`config.mk`:
```
export PLATFORM = sky130hd
export DESIGN_NAME = rf_strobe_gen
export DESIGN_NICKNAME = d
export VERILOG_FILES = /design/src/rtl/rfs_pkg.sv /design/src/rtl/rfs_cfg_regs.sv /design/src/rtl/rfs_frame_counter.sv /design/src/rtl/rfs_window.sv /design/src/rtl/rf_strobe_gen.sv
export SDC_FILE = /design/constraint.sdc
export NUM_CORES = 1
export LEC_CHECK = 0
export ABC_AREA = 0
export ABC_CLOCK_PERIOD_IN_PS = 3100
export BUFFER_PORTS_ARGS = -buffer_cell sky130_fd_sc_hd__buf_4
export CORE_MARGIN = 2
export CORE_UTILIZATION = 56
export DETAILED_ROUTE_END_ITERATION = 8
export PLACE_DENSITY = 0.71
export SKIP_CTS_REPAIR_TIMING = 1
export SYNTH_ARGS = -nofsm -noshare
export SYNTH_HDL_FRONTEND = slang
export SYNTH_HIERARCHICAL = 1
export SYNTH_SLANG_ARGS = --single-unit
export TNS_END_PERCENT = 100
```
`constraint.sdc`:
```
create_clock -name clk -period 3.1 [get_ports clk]
set_input_delay 0.465 -clock clk [delete_from_list [all_inputs] [get_ports clk]]
set_output_delay 0.465 -clock clk [all_outputs]
set_load 0.05 [all_outputs]
```
`src/rtl/rfs_pkg.sv`:
```
package rfs_pkg;
  localparam int CNT_W  = 12;
  localparam int ADDR_W = 4;
  localparam int WIN_N  = 3;

  typedef logic [CNT_W-1:0] pos_t;

  typedef struct packed {
    pos_t frame_len;
    pos_t tx_on;
    pos_t tx_off;
    pos_t rs_on;
    pos_t rs_off;
    pos_t dm_on;
    pos_t dm_off;
    pos_t mod_on;
    logic le_pol;
    logic rx_pol;
    logic tx_pol;
    logic pwr_pol;
    logic hop_en;
    logic tx_en;
  } cfg_t;

  typedef enum logic [ADDR_W-1:0] {
    A_LEN   = 4'd0,
    A_TXON  = 4'd1,
    A_TXOFF = 4'd2,
    A_RSON  = 4'd3,
    A_RSOFF = 4'd4,
    A_DMON  = 4'd5,
    A_DMOFF = 4'd6,
    A_MODON = 4'd7,
    A_CTRL  = 4'd8
  } addr_e;

  // window slot indices
  localparam int W_TXSEC = 0;
  localparam int W_RXSEC = 1;
  localparam int W_RXON  = 2;
endpackage

```
`src/rtl/rfs_cfg_regs.sv`:
```
module rfs_cfg_regs
  import rfs_pkg::*;
#(
  parameter pos_t DEF_LEN = 12'd64
) (
  input  logic              clk,
  input  logic              rst,
  input  logic              we,
  input  logic [ADDR_W-1:0] addr,
  input  pos_t              wdata,
  input  logic              commit,
  output cfg_t              act
);
  localparam cfg_t CFG_RST = '{frame_len: DEF_LEN, default: '0};

  cfg_t shadow;

  always_ff @(posedge clk) begin
    if (rst) begin
      shadow <= CFG_RST;
    end else if (we) begin
      case (addr_e'(addr))
        A_LEN:   shadow.frame_len <= wdata;
        A_TXON:  shadow.tx_on     <= wdata;
        A_TXOFF: shadow.tx_off    <= wdata;
        A_RSON:  shadow.rs_on     <= wdata;
        A_RSOFF: shadow.rs_off    <= wdata;
        A_DMON:  shadow.dm_on     <= wdata;
        A_DMOFF: shadow.dm_off    <= wdata;
        A_MODON: shadow.mod_on    <= wdata;
        A_CTRL: begin
          shadow.tx_en   <= wdata[0];
          shadow.hop_en  <= wdata[1];
          shadow.pwr_pol <= wdata[2];
          shadow.tx_pol  <= wdata[3];
          shadow.rx_pol  <= wdata[4];
          shadow.le_pol  <= wdata[5];
        end
        default: ;
      endcase
    end
  end

  // working set moves only at the transmit frame wrap
  always_ff @(posedge clk) begin
    if (rst)         act <= CFG_RST;
    else if (commit) act <= shadow;
  end

  assert_commit_at_wrap_R12: assert property (@(posedge clk) disable iff (rst)
    (act != $past(act)) |-> $past(commit));
endmodule

```
`src/rtl/rfs_frame_counter.sv`:
```
module rfs_frame_counter #(
  parameter int CW = 12
) (
  input  logic          clk,
  input  logic          rst,
  input  logic          restart,
  input  logic [CW-1:0] len,
  output logic [CW-1:0] cnt
);
  logic [CW-1:0] last_pos;
  assign last_pos = len - CW'(1);

  always_ff @(posedge clk) begin
    if (rst || restart)       cnt <= '0;
    else if (cnt >= last_pos) cnt <= '0;
    else                      cnt <= cnt + CW'(1);
  end

  assert_wrap_to_zero_R2: assert property (@(posedge clk) disable iff (rst)
    (cnt >= last_pos) |=> (cnt == '0));
endmodule

```
`src/rtl/rfs_window.sv`:
```
module rfs_window #(
  parameter int CW = 12
) (
  input  logic [CW-1:0] cnt,
  input  logic [CW-1:0] on,
  input  logic [CW-1:0] off,
  output logic          hit
);
  always_comb begin
    if (on <= off) hit = (cnt >= on) && (cnt < off);
    else           hit = (cnt >= on) || (cnt < off);
  end
endmodule

```
`src/rtl/rf_strobe_gen.sv`:
```
module rf_strobe_gen
  import rfs_pkg::*;
#(
  parameter pos_t DEF_LEN = 12'd64,
  parameter int   LE_CYC  = 4
) (
  input  logic              clk,
  input  logic              rst,
  input  logic              sleep_i,
  input  logic              rx_align_i,
  input  logic              cfg_we_i,
  input  logic [ADDR_W-1:0] cfg_addr_i,
  input  logic [CNT_W-1:0]  cfg_wdata_i,
  output logic              rf_pwr_o,
  output logic              tx_sec_o,
  output logic              rx_sec_o,
  output logic              rx_on_o,
  output logic              mod_start_o,
  output logic              synth_le_o
);
  cfg_t cfg;
  pos_t tx_cnt, rx_cnt;
  logic commit;

  assign commit = (tx_cnt >= cfg.frame_len - pos_t'(1));

  rfs_cfg_regs #(.DEF_LEN(DEF_LEN)) u_regs (
    .clk(clk), .rst(rst), .we(cfg_we_i), .addr(cfg_addr_i),
    .wdata(cfg_wdata_i), .commit(commit), .act(cfg)
  );

  rfs_frame_counter #(.CW(CNT_W)) u_tx_cnt (
    .clk(clk), .rst(rst), .restart(1'b0), .len(cfg.frame_len), .cnt(tx_cnt)
  );

  rfs_frame_counter #(.CW(CNT_W)) u_rx_cnt (
    .clk(clk), .rst(rst), .restart(rx_align_i), .len(cfg.frame_len), .cnt(rx_cnt)
  );

  // window slots: receive section runs off the transmit counter
  pos_t w_cnt [WIN_N];
  pos_t w_on  [WIN_N];
  pos_t w_off [WIN_N];
  logic [WIN_N-1:0] w_hit;

  assign w_cnt[W_TXSEC] = tx_cnt;
  assign w_on [W_TXSEC] = cfg.tx_on;
  assign w_off[W_TXSEC] = cfg.tx_off;
  assign w_cnt[W_RXSEC] = tx_cnt;
  assign w_on [W_RXSEC] = cfg.rs_on;
  assign w_off[W_RXSEC] = cfg.rs_off;
  assign w_cnt[W_RXON]  = rx_cnt;
  assign w_on [W_RXON]  = cfg.dm_on;
  assign w_off[W_RXON]  = cfg.dm_off;

  for (genvar g = 0; g < WIN_N; g++) begin : g_win
    rfs_window #(.CW(CNT_W)) u_win (
      .cnt(w_cnt[g]), .on(w_on[g]), .off(w_off[g]), .hit(w_hit[g])
    );
  end

  logic awake;
  logic n_txsec, n_rxsec, n_rxon, n_mod, n_le;
  assign awake   = !sleep_i;
  assign n_txsec = awake & cfg.tx_en & w_hit[W_TXSEC];
  assign n_rxsec = awake & w_hit[W_RXSEC];
  assign n_rxon  = awake & w_hit[W_RXON];
  assign n_mod   = awake & cfg.tx_en & (tx_cnt == cfg.mod_on);
  assign n_le    = awake & cfg.hop_en & (tx_cnt < pos_t'(LE_CYC));

  // raw (pre-polarity) copies kept for the checks below
  logic r_txsec, r_rxsec, r_rxon, r_le, slept_q;

  always_ff @(posedge clk) begin
    if (rst) begin
      {r_txsec, r_rxsec, r_rxon, r_le, slept_q} <= '0;
      {rf_pwr_o, tx_sec_o, rx_sec_o, rx_on_o, mod_start_o, synth_le_o} <= '0;
    end else begin
      r_txsec     <= n_txsec;
      r_rxsec     <= n_rxsec;
      r_rxon      <= n_rxon;
      r_le        <= n_le;
      slept_q     <= sleep_i;
      rf_pwr_o    <= awake   ^ cfg.pwr_pol;
      tx_sec_o    <= n_txsec ^ cfg.tx_pol;
      rx_sec_o    <= n_rxsec ^ cfg.rx_pol;
      rx_on_o     <= n_rxon  ^ cfg.rx_pol;
      mod_start_o <= n_mod;
      synth_le_o  <= n_le    ^ cfg.le_pol;
    end
  end

  assert_sleep_quiet_R11: assert property (@(posedge clk) disable iff (rst)
    $past(sleep_i) |-> !(r_txsec || r_rxsec || r_rxon || r_le || mod_start_o));

  assert_mod_on_match_R9: assert property (@(posedge clk) disable iff (rst)
    mod_start_o |-> ($past(tx_cnt) == $past(cfg.mod_on)) && !$past(sleep_i));

  assert_le_starts_at_zero_R10: assert property (@(posedge clk) disable iff (rst)
    $rose(r_le) |-> ($past(tx_cnt) == '0) || $past(slept_q));

  assert_pwr_level_R4: assert property (@(posedge clk) disable iff (rst)
    !$past(rst) |-> (rf_pwr_o == ($past(!sleep_i) ^ $past(cfg.pwr_pol))));
endmodule

```
==> impl_metrics.py <==
metrics = {
    "job": {
        "cap_violations": 0,
    },
    "logic_synthesis": {
        "ys_async_sr_fraction": 0,
        "synth_area_leader_cell": "dfxtp_1",
        "netlist_instances": 1356,
        "yosysTopAreaCellShare": 0.356,
        "yosys_register_bits": 234,
        "yosysWarningCount": 6,
        "synth.most_common_cell": "dfxtp_1",
        "synth.distinct_cells": 55,
        "syn_nets": 1523,
        "ys_seq_area_frac": 0.356,
        "synth_ff_type": "dfxtp_1",
        "synthTopCellsByCount": "234 x dfxtp_1, 202 x mux2i_1, 146 x ha_1",
        "synth_edf_count": 0,
        "synth.area.top_cells": "dfxtp_1 36%, mux2i_1 15%, ha_1 14%",
        "synthesis.area_mm2": 0.0131,
        "syn_area_per_cell_um2": 9.69,
    },
    "worst_setup_path": {
        "startpoint": "u_regs/act[91]",
        "crit_required_ps": 3490,
        "worstPathMaxFanout": 22,
        "r2r_cells": 14,
        "arrival_ps": 3270,
        "critical_path_class": "reg -> reg",
        "start_kind": "flop",
        "worstReg2RegStart": "u_regs/act[91]",
        "crit_path_end_kind": "flop",
    },
    "clock_tree": {
        "cts_sinks": 234,
        "clock_latency_ps": 520,
        "clk_pin_slew_worst_paths_ps": 60,
        "cts_tree": "yes",
        "htree_num_levels": 1,
        "cts_root_buf": "clkbuf_16",
        "cts_buffers": 25,
        "clock_path_buffers": 3,
    },
    "finish": {
        "layout.nets": 1560,
        "n_fill_cell": 1981,
        "diodes": 0,
        "area_growth_pct": 12.3,
        "fin_util": 0.635,
        "drive_gt1_frac": 0.118,
    },
    "floorplanning": {
        "dieHeight_um": 157,
        "pin_count": 27,
        "dieArea_mm2": 0.0247,
        "num_rows": 56,
        "die_w_um": 157,
        "core_mm2": 0.0233,
        "start_util": 0.565,
    },
    "route": {
        "drt_iter0_markers": 548,
        "wl_per_cell_um": 17.6,
        "dr.pass1.iters": 5,
        "drc": 0,
        "detail-route-antenna-nets": 0,
        "vias_per_cell": 5.49,
        "routed_wl_mm": 30.4,
        "vias": 9494,
    },
    "timing": {
        "drv_slew": 0,
        "tightest_slew_ps": 887,
        "whs_ps": 184,
        "max_freq_mhz": 347,
        "finalSetupViolCount": 0,
        "setup_tns_ps": 0,
        "fin_crit_ps": 2880,
        "worst_clock_skew_ps": 19.4,
        "fin_crit_sh": 0.930,
        "maxSlewHeadroom": 0.407,
        "rsz0062_at_grt": "false",
        "hold_violations": 0,
    },
    "worst_hold_path": {
        "hp-start": "cfg_wdata_i[6]",
        "worstHoldPathType": "in -> reg",
        "whs_path_depth": 2,
    },
    "global_route": {
        "grt_pass1_vias": 9104,
        "grt_antenna_before_repair": 0,
        "grt_max_degree": 101,
        "grt_use_total": 0.240,
        "grt-ovfl-total": 0,
        "grt_pass1_wl_mm": 47.4,
    },
    "placement": {
        "hpwlAfterDp_mm": 21.0,
        "place_congestion": 0.841,
        "io_buffers": 26,
    },
    "power": {
        "power.total_mw": 6.49,
        "power.leakage_nw": 6.31,
        "power_density_mw_per_mm2": 440,
        "peakVddDrop_mv": 0.439,
    },
    "outcome": {
        "outcome": "complete, no violations",
    },
}
-- path summary, 6_finish.rpt --
kind	slack, ps	to
setup / recovery	220	u_regs/act[15]
hold / removal	180	u_regs/shadow[96]
setup reg to reg	220	u_regs/act[15]
hold reg to reg	480	u_regs/shadow[81]
-- sequential cells by signal, summed over array words and instances (netlist names), 12 cells and up --
signal and count:
u_tx_cnt/cnt 12, u_regs/act 102, u_rx_cnt/cnt 12, u_regs/shadow 102
-- per-stage QoR --
step,worst slack [ps],std cells,instance area [µm²]
after detailed placement,154,1677,13800
after global routing,47.6,1729,14800
after CTS,64.4,1721,14700
after global placement,239,1677,13800
after floorplan,259,1356,13100
final,218,1729,14800
-- logic make-up (layout without fill, tap and decap cells) --
| kind of cell | count (synthesis) | count (layout) | synth area share |
|---|---|---|---|
| adders and majority gates | 149 | 149 | 0.142 |
| muxes | 202 | 202 | 0.154 |
| and+or+nand+nor | 408 | 408 | 0.176 |
| DFF | 234 | 234 | 0.356 |
| other | 1 | 1 | 0.000285 |
| xor gates and xnor gates | 67 | 67 | 0.0447 |
| buffers and inverters | 154 | 208 | 0.0488 |
| AOI/OAI and AO/OA | 141 | 141 | 0.0785 |
-- critical path, cell delays in order, from the launching register on --
cell and delay (ps):
dfxtp_1 310, buf_4 170, nor3_2 210, nand2_1 120
nor3_1 200, xnor2_1 160, ha_1 270, a21o_1 180
a21o_1 160, a21oi_1 230, o21ai_4 110, buf_12 160
clkbuf_16 210, mux2i_1 180, nor2_1 50
-- final cells by class --
type | count | area [µm²] | share of cell area
multi-input combinational | 968 | 7830 | 0.531
inverter | 94 | 353 | 0.0239
timing repair buffer | 70 | 603 | 0.0409
tap | 319 | 399 | 0.0270
clock inverter | 9 | 176 | 0.0120
clock buffer | 35 | 713 | 0.0483
sequential | 234 | 4680 | 0.317
-- per-layer routing --
metal  global-route usage  routed length [µm]  vias up
met5                    0                   0        -
met4               0.0481                 425        0
met3               0.0306                1220       28
met2                0.399               14200      149
met1                0.336               14600     4557
li1                     -                   -     4760
-- where the power goes --
group | total [mW] | switching [mW] | internal, mW
Clock | 3.21 | 1.20 | 2.01
Combinational | 0.237 | 0.145 | 0.0915
Sequential | 3.04 | 0.0144 | 3.03
Total | 6.49 | 1.36 | 5.13
-- cells in the final DEF, fill, tap and decap left out, types with 5 or more instances in the layout --
cell / count
a211oi_1: 23
a211oi_2: 16
a21o_1: 10
a21oi_1: 39
a221oi_2: 6
buf_4: 62
bufinv_16: 5
clkbuf_1: 5
clkbuf_16: 27
clkbuf_8: 5
dfxtp_1: 234
ha_1: 146
inv_1: 94
mux2i_1: 202
nand2_1: 48
nand2b_1: 115
nand3_1: 25
nand4_1: 20
nor2_1: 125
nor2b_1: 11
nor3_1: 16
nor4_1: 7
nor4_2: 5
nor4_4: 7
o21ai_0: 15
o21ai_1: 13
xnor2_1: 43
xor2_1: 24
Power figures use the tool's default switching activity.
